<file path="config.mk">
export PLATFORM = sky130hd
export DESIGN_NAME = ets_matcher
export DESIGN_NICKNAME = d
export VERILOG_FILES = /design/src/rtl/ets_pkg.sv /design/src/rtl/ets_alu.sv /design/src/rtl/ets_imem.sv /design/src/rtl/ets_frame.sv /design/src/rtl/ets_matcher.sv
export SDC_FILE = /design/constraint.sdc
export NUM_CORES = 2
export LEC_CHECK = 0
export BUFFER_PORTS_ARGS = -buffer_cell sky130_fd_sc_hd__buf_2
export CAP_MARGIN = 30
export CELL_PAD_IN_SITES_DETAIL_PLACEMENT = 1
export CELL_PAD_IN_SITES_GLOBAL_PLACEMENT = 1
export CORE_MARGIN = 4
export CORE_UTILIZATION = 45
export CTS_CLUSTER_DIAMETER = 50
export DETAILED_ROUTE_END_ITERATION = 12
export PLACE_DENSITY_LB_ADDON = 0.08
export SYNTH_ARGS = -nofsm -noshare
export SYNTH_HDL_FRONTEND = slang
export SYNTH_SLANG_ARGS = --single-unit
</file>
<file path="constraint.sdc">
create_clock -name clk -period 12.2 [get_ports clk]
set_input_delay 1.83 -clock clk [delete_from_list [all_inputs] [get_ports clk]]
set_output_delay 1.83 -clock clk [all_outputs]
set_load 0.05 [all_outputs]
</file>
<file path="src/rtl/ets_pkg.sv">
package ets_pkg;
  typedef enum logic [2:0] {
    OP_ADD  = 3'd0,
    OP_SUB  = 3'd1,
    OP_XOR  = 3'd2,
    OP_AND  = 3'd3,
    OP_PASS = 3'd4,
    OP_INC  = 3'd5,
    OP_NEG  = 3'd6,
    OP_NOT  = 3'd7
  } op_e;

  typedef enum logic [1:0] {
    ST_IDLE, ST_LOOK, ST_EMIT0, ST_EMIT1
  } st_e;

  // opcode bit 2 clear means the instruction waits for two operands
  function automatic logic needs_pair(op_e op);
    return ~op[2];
  endfunction
endpackage

</file>
<file path="src/rtl/ets_alu.sv">
module ets_alu
  import ets_pkg::*;
#(
  parameter int DW = 16
) (
  input  op_e           op,
  input  logic [DW-1:0] lhs,
  input  logic [DW-1:0] rhs,
  output logic [DW-1:0] y
);
  always_comb begin
    unique case (op)
      OP_ADD:  y = lhs + rhs;
      OP_SUB:  y = lhs - rhs;
      OP_XOR:  y = lhs ^ rhs;
      OP_AND:  y = lhs & rhs;
      OP_PASS: y = lhs;
      OP_INC:  y = lhs + DW'(1);
      OP_NEG:  y = '0 - lhs;
      default: y = ~lhs;
    endcase
  end
endmodule

</file>
<file path="src/rtl/ets_imem.sv">
module ets_imem #(
  parameter int IW  = 21,
  parameter int IPW = 6
) (
  input  logic           clk,
  input  logic           we,
  input  logic [IPW-1:0] waddr,
  input  logic [IW-1:0]  wdata,
  input  logic [IPW-1:0] raddr,
  output logic [IW-1:0]  rdata
);
  localparam int DEPTH = 1 << IPW;
  logic [IW-1:0] mem [DEPTH];

  always_ff @(posedge clk) begin
    if (we) mem[waddr] <= wdata;
  end

  assign rdata = mem[raddr];
endmodule

</file>
<file path="src/rtl/ets_frame.sv">
module ets_frame #(
  parameter int DW  = 16,
  parameter int FAW = 6
) (
  input  logic           clk,
  input  logic           rst_n,
  input  logic [FAW-1:0] addr,
  input  logic           set_en,
  input  logic           clr_en,
  input  logic [DW-1:0]  wval,
  output logic           present,
  output logic [DW-1:0]  rval
);
  localparam int DEPTH = 1 << FAW;
  logic [DEPTH-1:0] flag_q;
  logic [DW-1:0]    slot_q [DEPTH];

  // one access per cycle: read, and at most one of set/clear on that address
  always_ff @(posedge clk) begin
    if (!rst_n) begin
      flag_q <= '0;
    end else if (set_en) begin
      flag_q[addr] <= 1'b1;
    end else if (clr_en) begin
      flag_q[addr] <= 1'b0;
    end
  end

  always_ff @(posedge clk) begin
    if (set_en) slot_q[addr] <= wval;
  end

  assign present = flag_q[addr];
  assign rval    = slot_q[addr];
endmodule

</file>
<file path="src/rtl/ets_matcher.sv">
module ets_matcher
  import ets_pkg::*;
#(
  parameter int DW   = 16,
  parameter int FPW  = 6,
  parameter int IPW  = 6,
  parameter int OFFW = 3
) (
  input  logic                    clk,
  input  logic                    rst_n,
  input  logic                    imem_we,
  input  logic [IPW-1:0]          imem_addr,
  input  logic [6+OFFW+2*IPW-1:0] imem_wdata,
  input  logic                    tok_valid,
  output logic                    tok_ready,
  input  logic [DW-1:0]           tok_value,
  input  logic [FPW-1:0]          tok_fp,
  input  logic [IPW-1:0]          tok_ip,
  input  logic                    tok_port,
  output logic                    out_valid,
  input  logic                    out_ready,
  output logic [DW-1:0]           out_value,
  output logic [FPW-1:0]          out_fp,
  output logic [IPW-1:0]          out_ip,
  output logic                    out_port
);
  localparam int IW     = 6 + OFFW + 2 * IPW;
  localparam int OFF_LO = 6;
  localparam int D0_LO  = OFF_LO + OFFW;
  localparam int D1_LO  = D0_LO + IPW;

  st_e            st;
  logic [DW-1:0]  t_val, res_q;
  logic [FPW-1:0] t_fp;
  logic [IPW-1:0] t_ip, d0_q, d1_q;
  logic           t_port, two_q, p0_q, p1_q;

  logic [IW-1:0]   iw_cur;
  op_e             op_c;
  logic [OFFW-1:0] off_c;
  logic [FPW-1:0]  slot_addr;
  logic            pair_c, f_present;
  logic [DW-1:0]   f_val, alu_l, alu_r, alu_y;

  // named internal events, observed by the checker
  logic ev_store, ev_fire, ev_mono;

  ets_imem #(.IW(IW), .IPW(IPW)) u_imem (
    .clk(clk), .we(imem_we), .waddr(imem_addr), .wdata(imem_wdata),
    .raddr(t_ip), .rdata(iw_cur)
  );

  assign op_c      = op_e'(iw_cur[2:0]);
  assign off_c     = iw_cur[OFF_LO +: OFFW];
  assign pair_c    = needs_pair(op_c);
  assign slot_addr = t_fp + FPW'(off_c);

  assign ev_mono  = (st == ST_LOOK) && !pair_c;
  assign ev_store = (st == ST_LOOK) && pair_c && !f_present;
  assign ev_fire  = (st == ST_LOOK) && pair_c && f_present;

  ets_frame #(.DW(DW), .FAW(FPW)) u_frame (
    .clk(clk), .rst_n(rst_n), .addr(slot_addr),
    .set_en(ev_store), .clr_en(ev_fire), .wval(t_val),
    .present(f_present), .rval(f_val)
  );

  // incoming right operand means the parked one is the left
  always_comb begin
    if (ev_fire && t_port) begin
      alu_l = f_val;
      alu_r = t_val;
    end else begin
      alu_l = t_val;
      alu_r = f_val;
    end
  end

  ets_alu #(.DW(DW)) u_alu (.op(op_c), .lhs(alu_l), .rhs(alu_r), .y(alu_y));

  always_ff @(posedge clk) begin
    if (!rst_n) begin
      st <= ST_IDLE;
    end else begin
      unique case (st)
        ST_IDLE:  if (tok_valid) st <= ST_LOOK;
        ST_LOOK:  st <= ev_store ? ST_IDLE : ST_EMIT0;
        ST_EMIT0: if (out_ready) st <= two_q ? ST_EMIT1 : ST_IDLE;
        default:  if (out_ready) st <= ST_IDLE;
      endcase
    end
  end

  always_ff @(posedge clk) begin
    if (st == ST_IDLE && tok_valid) begin
      t_val  <= tok_value;
      t_fp   <= tok_fp;
      t_ip   <= tok_ip;
      t_port <= tok_port;
    end
    if (st == ST_LOOK) begin
      res_q <= alu_y;
      two_q <= iw_cur[3];
      p0_q  <= iw_cur[4];
      p1_q  <= iw_cur[5];
      d0_q  <= iw_cur[D0_LO +: IPW];
      d1_q  <= iw_cur[D1_LO +: IPW];
    end
  end

  assign tok_ready = (st == ST_IDLE);
  assign out_valid = (st == ST_EMIT0) || (st == ST_EMIT1);
  assign out_value = res_q;
  assign out_fp    = t_fp;
  assign out_ip    = t_ip + ((st == ST_EMIT1) ? d1_q : d0_q);
  assign out_port  = (st == ST_EMIT1) ? p1_q : p0_q;
endmodule

</file>
==> metrics.csv <==
metric,value,unit
start_util,0.4520,
gp_congestion,0.8452,
clk_path_buf_depth,4,
grt_pass1_wl,444800,µm
finalSetupViolations,0,
grt_pass1_vias,57590,
antenna_found_initial,23,
insertion_delay,0.94,ns
critPathMaxStageDelay,1.16,ns
cts_tree,built,
multi_input_area,0.02452,mm²
yosys_warnings,0,
clk_pin_slew_worst_paths,0.06,ns
core,0.2219,mm²
crit_required,12.84,ns
cap_violations,0,
ant_nets,0,
tightest_slew,1.079,ns
end_kind,register,
vias,55054,
hpwl,191400,µm
totalWireLength,313100,µm
regToRegSetupSlack,1.08,ns
crit_fanout,53,
final_nets,5966,
worst_clock_skew,0.05218,ns
drtIter0Drc,5678,
gr-total-overflow,0,
grt_start_max_net_pins,134,
cts-root-buf,clkbuf_16,
start_kind,register,
hold_viol,0,
numPortBuffers,91,
nFillCells,19924,
fin_crit,11.12,ns
die_h,480.1,µm
post-route-period-util,0.9111,
holdCritPathClass,register to register,
yosysUniqueCellTypes,103,
first_pass_iters,5,
syn_area,0.1003,mm²
p_per_area,260.7,mW/mm²
status,"complete, no violations",
post-route-util,0.5215,
cellLeakagePower,37.26,nW
syn_avg_cell_area,18.31,µm²
max_freq,0.08996,GHz
cts_resized,0,
crit_end,out_value[15],
ctsHoldBuffers,0,
dieArea,0.2305,mm²
ir_worst_vdd,546.2,µV
reg2reg_depth,33,
slew_violations,0,
num_rows,173,
cts.sinks,2500,
slew_headroom,0.2805,
cp.arrival,11.75,ns
rr_endpoint,out_value[15],
synthCells,5477,
ys.flop_type,edfxtp_1,
critPathKind,register to register,
cts_buffers,307,
via_per_inst,6.060,
synth_nets,5581,
avgRoutedWirePerCell,34.46,µm
ys_ff_latch,2500,
rsz0062_at_grt,no,
setup_tns,0,ns
io_pins,92,
yosysSeqAreaShare,0.7414,
postCtsSetupBuffers,0,
die_w,480.1,µm
grtUsageTotal,0.2718,
regArea,0.07437,mm²
area_growth,15.38,%
async_reset_ff_frac,0,
finalPower,30.16,mW
synth_edf_count,2428,
drc_errors,0,
cts_max_level,5,
cp_slowest_cell,fa_4,
drive_above_1_share,0.2539,
## cell families (layout without fill, tap and decap cells)
kind of cell | Yosys count | after routing | share of synthesized area
buf+inv | 358 | 965 | 0.01868
simple gates | 1086 | 1086 | 0.04963
fa+ha+maj | 43 | 43 | 0.005590
flops | 2500 | 2500 | 0.7414
xor+xnor | 24 | 24 | 0.002171
mux | 722 | 722 | 0.1337
other cells | 0 | 26 | 0
compound gates | 744 | 744 | 0.04878
## worst max-delay path, delay by kind of cell, from the launching register on
kind | cells | cell delay, ns
buf+inv | 4 | 1.50
simple gates | 10 | 1.75
xor+xnor | 1 | 0.22
compound gates | 11 | 2.63
mux | 4 | 1.83
fa+ha+maj | 3 | 1.82
flops | 1 | 0.89
## metrics by stage
stage | worst slack [ns] | hold slack, ns | std cells | area (µm²)
floorplan | 2.274 | 0.4386 | 5477 | 100300
global placement | 0.3269 | 0.4510 | 8488 | 105400
detailed placement | 1.037 | 0.4624 | 8522 | 105900
CTS | 0.9991 | 0.4699 | 9053 | 115600
global route | 0.4557 | 0.4908 | 9078 | 115700
finish | 1.084 | 0.4727 | 9085 | 115700
## sequential cells by signal, indices dropped and copies added, names as in the netlist, named ones only
register        flops
p0_q                1
out_fp              6
two_q               1
p1_q                1
st                  2
d0_q                6
t_val              16
u_frame.slot_q   1024
t_ip                6
u_imem.mem       1344
out_value          16
t_port              1
d1_q                6
## cells in the final DEF (no fill, tap or decap), types with 51 or more instances in the layout
master	n
o21ai_0	138
buf_2	98
mux2i_1	189
o22ai_1	68
buf_4	271
edfxtp_1	2428
nor2_1	99
mux4_2	486
clkbuf_16	313
nor2_2	85
nand2_1	470
a21oi_1	179
clkbuf_1	52
dfxtp_1	66
nand3_1	197
a21boi_0	51
## worst min path at each step
stage          startpoint        to  depth (start not counted)
6_report         register  register                          2
5_1_grt          register  register                          2
4_1_cts          register  register                          2
3_5_place_dp     register  register                          2
3_3_place_gp     register  register                          2
2_1_floorplan    register  register                          2
## metal layers
| metal | share of wire | GRT usage | up-vias |
|---|---|---|---|
| met4 | 0.041 | 0.09966 | 8 |
| met2 | 0.51 | 0.4713 | 1797 |
| met3 | 0.048 | 0.03545 | 481 |
| met5 | 0.00020 | 0 | - |
| met1 | 0.40 | 0.3526 | 29686 |
| li1 | - | - | 23082 |
## power by group
| part | switching, mW | total [mW] | internal [mW] |
|---|---|---|---|
| Combinational | 7.74 | 11.5 | 3.80 |
| Clock | 3.54 | 8.81 | 5.27 |
| Sequential | 0.123 | 9.82 | 9.69 |
| Total | 11.4 | 30.2 | 18.8 |
## Yosys cell counts, drive strengths merged (5+ instances only)
cell type | count | area, µm²
a22oi | 21 | 162.6
o211ai | 21 | 157.7
a222oi | 5 | 50.05
ha | 40 | 500.5
a21boi | 53 | 401.6
mux4 | 488 | 11000
o2111ai | 5 | 43.79
o22ai | 68 | 425.4
xor2 | 9 | 86.34
o21ai | 148 | 748.2
a21oi | 185 | 948.4
clkbuf | 129 | 484.2
buf | 199 | 1276
a22o | 10 | 87.58
or3 | 11 | 68.82
nand3 | 200 | 1016
mux2 | 44 | 499.2
a2111oi | 6 | 52.55
nand4 | 27 | 181.4
xnor2 | 15 | 131.4
nor4 | 19 | 188.9
a21o | 12 | 90.09
o31ai | 12 | 118.9
nand2b | 10 | 62.56
and2 | 5 | 31.28
inv | 28 | 105.1
a31oi | 50 | 312.8
dfxtp | 72 | 1441
a32oi | 15 | 131.4
o32ai | 5 | 43.79
and3 | 36 | 225.2
nor3 | 45 | 225.2
a211oi | 28 | 230.2
nor2b | 37 | 231.5
edfxtp | 2428 | 72910
nor2 | 203 | 764.5
nand2 | 472 | 1779
a41oi | 6 | 52.55
o221ai | 17 | 148.9
mux2i | 190 | 1914
a221oi | 28 | 245.2
## area by class of cell
class                           instances  area share
Multi-Input combinational cell       2619      0.2119
Antenna cell                           26   0.0005623
Sequential cell                      2500      0.6427
Clock buffer                          369     0.06986
Tap cell                             2975     0.03217
Inverter                               30   0.0009732
Timing Repair Buffer                  404     0.02774
Clock inverter                        162     0.01405
Power figures use the tool's default switching activity.
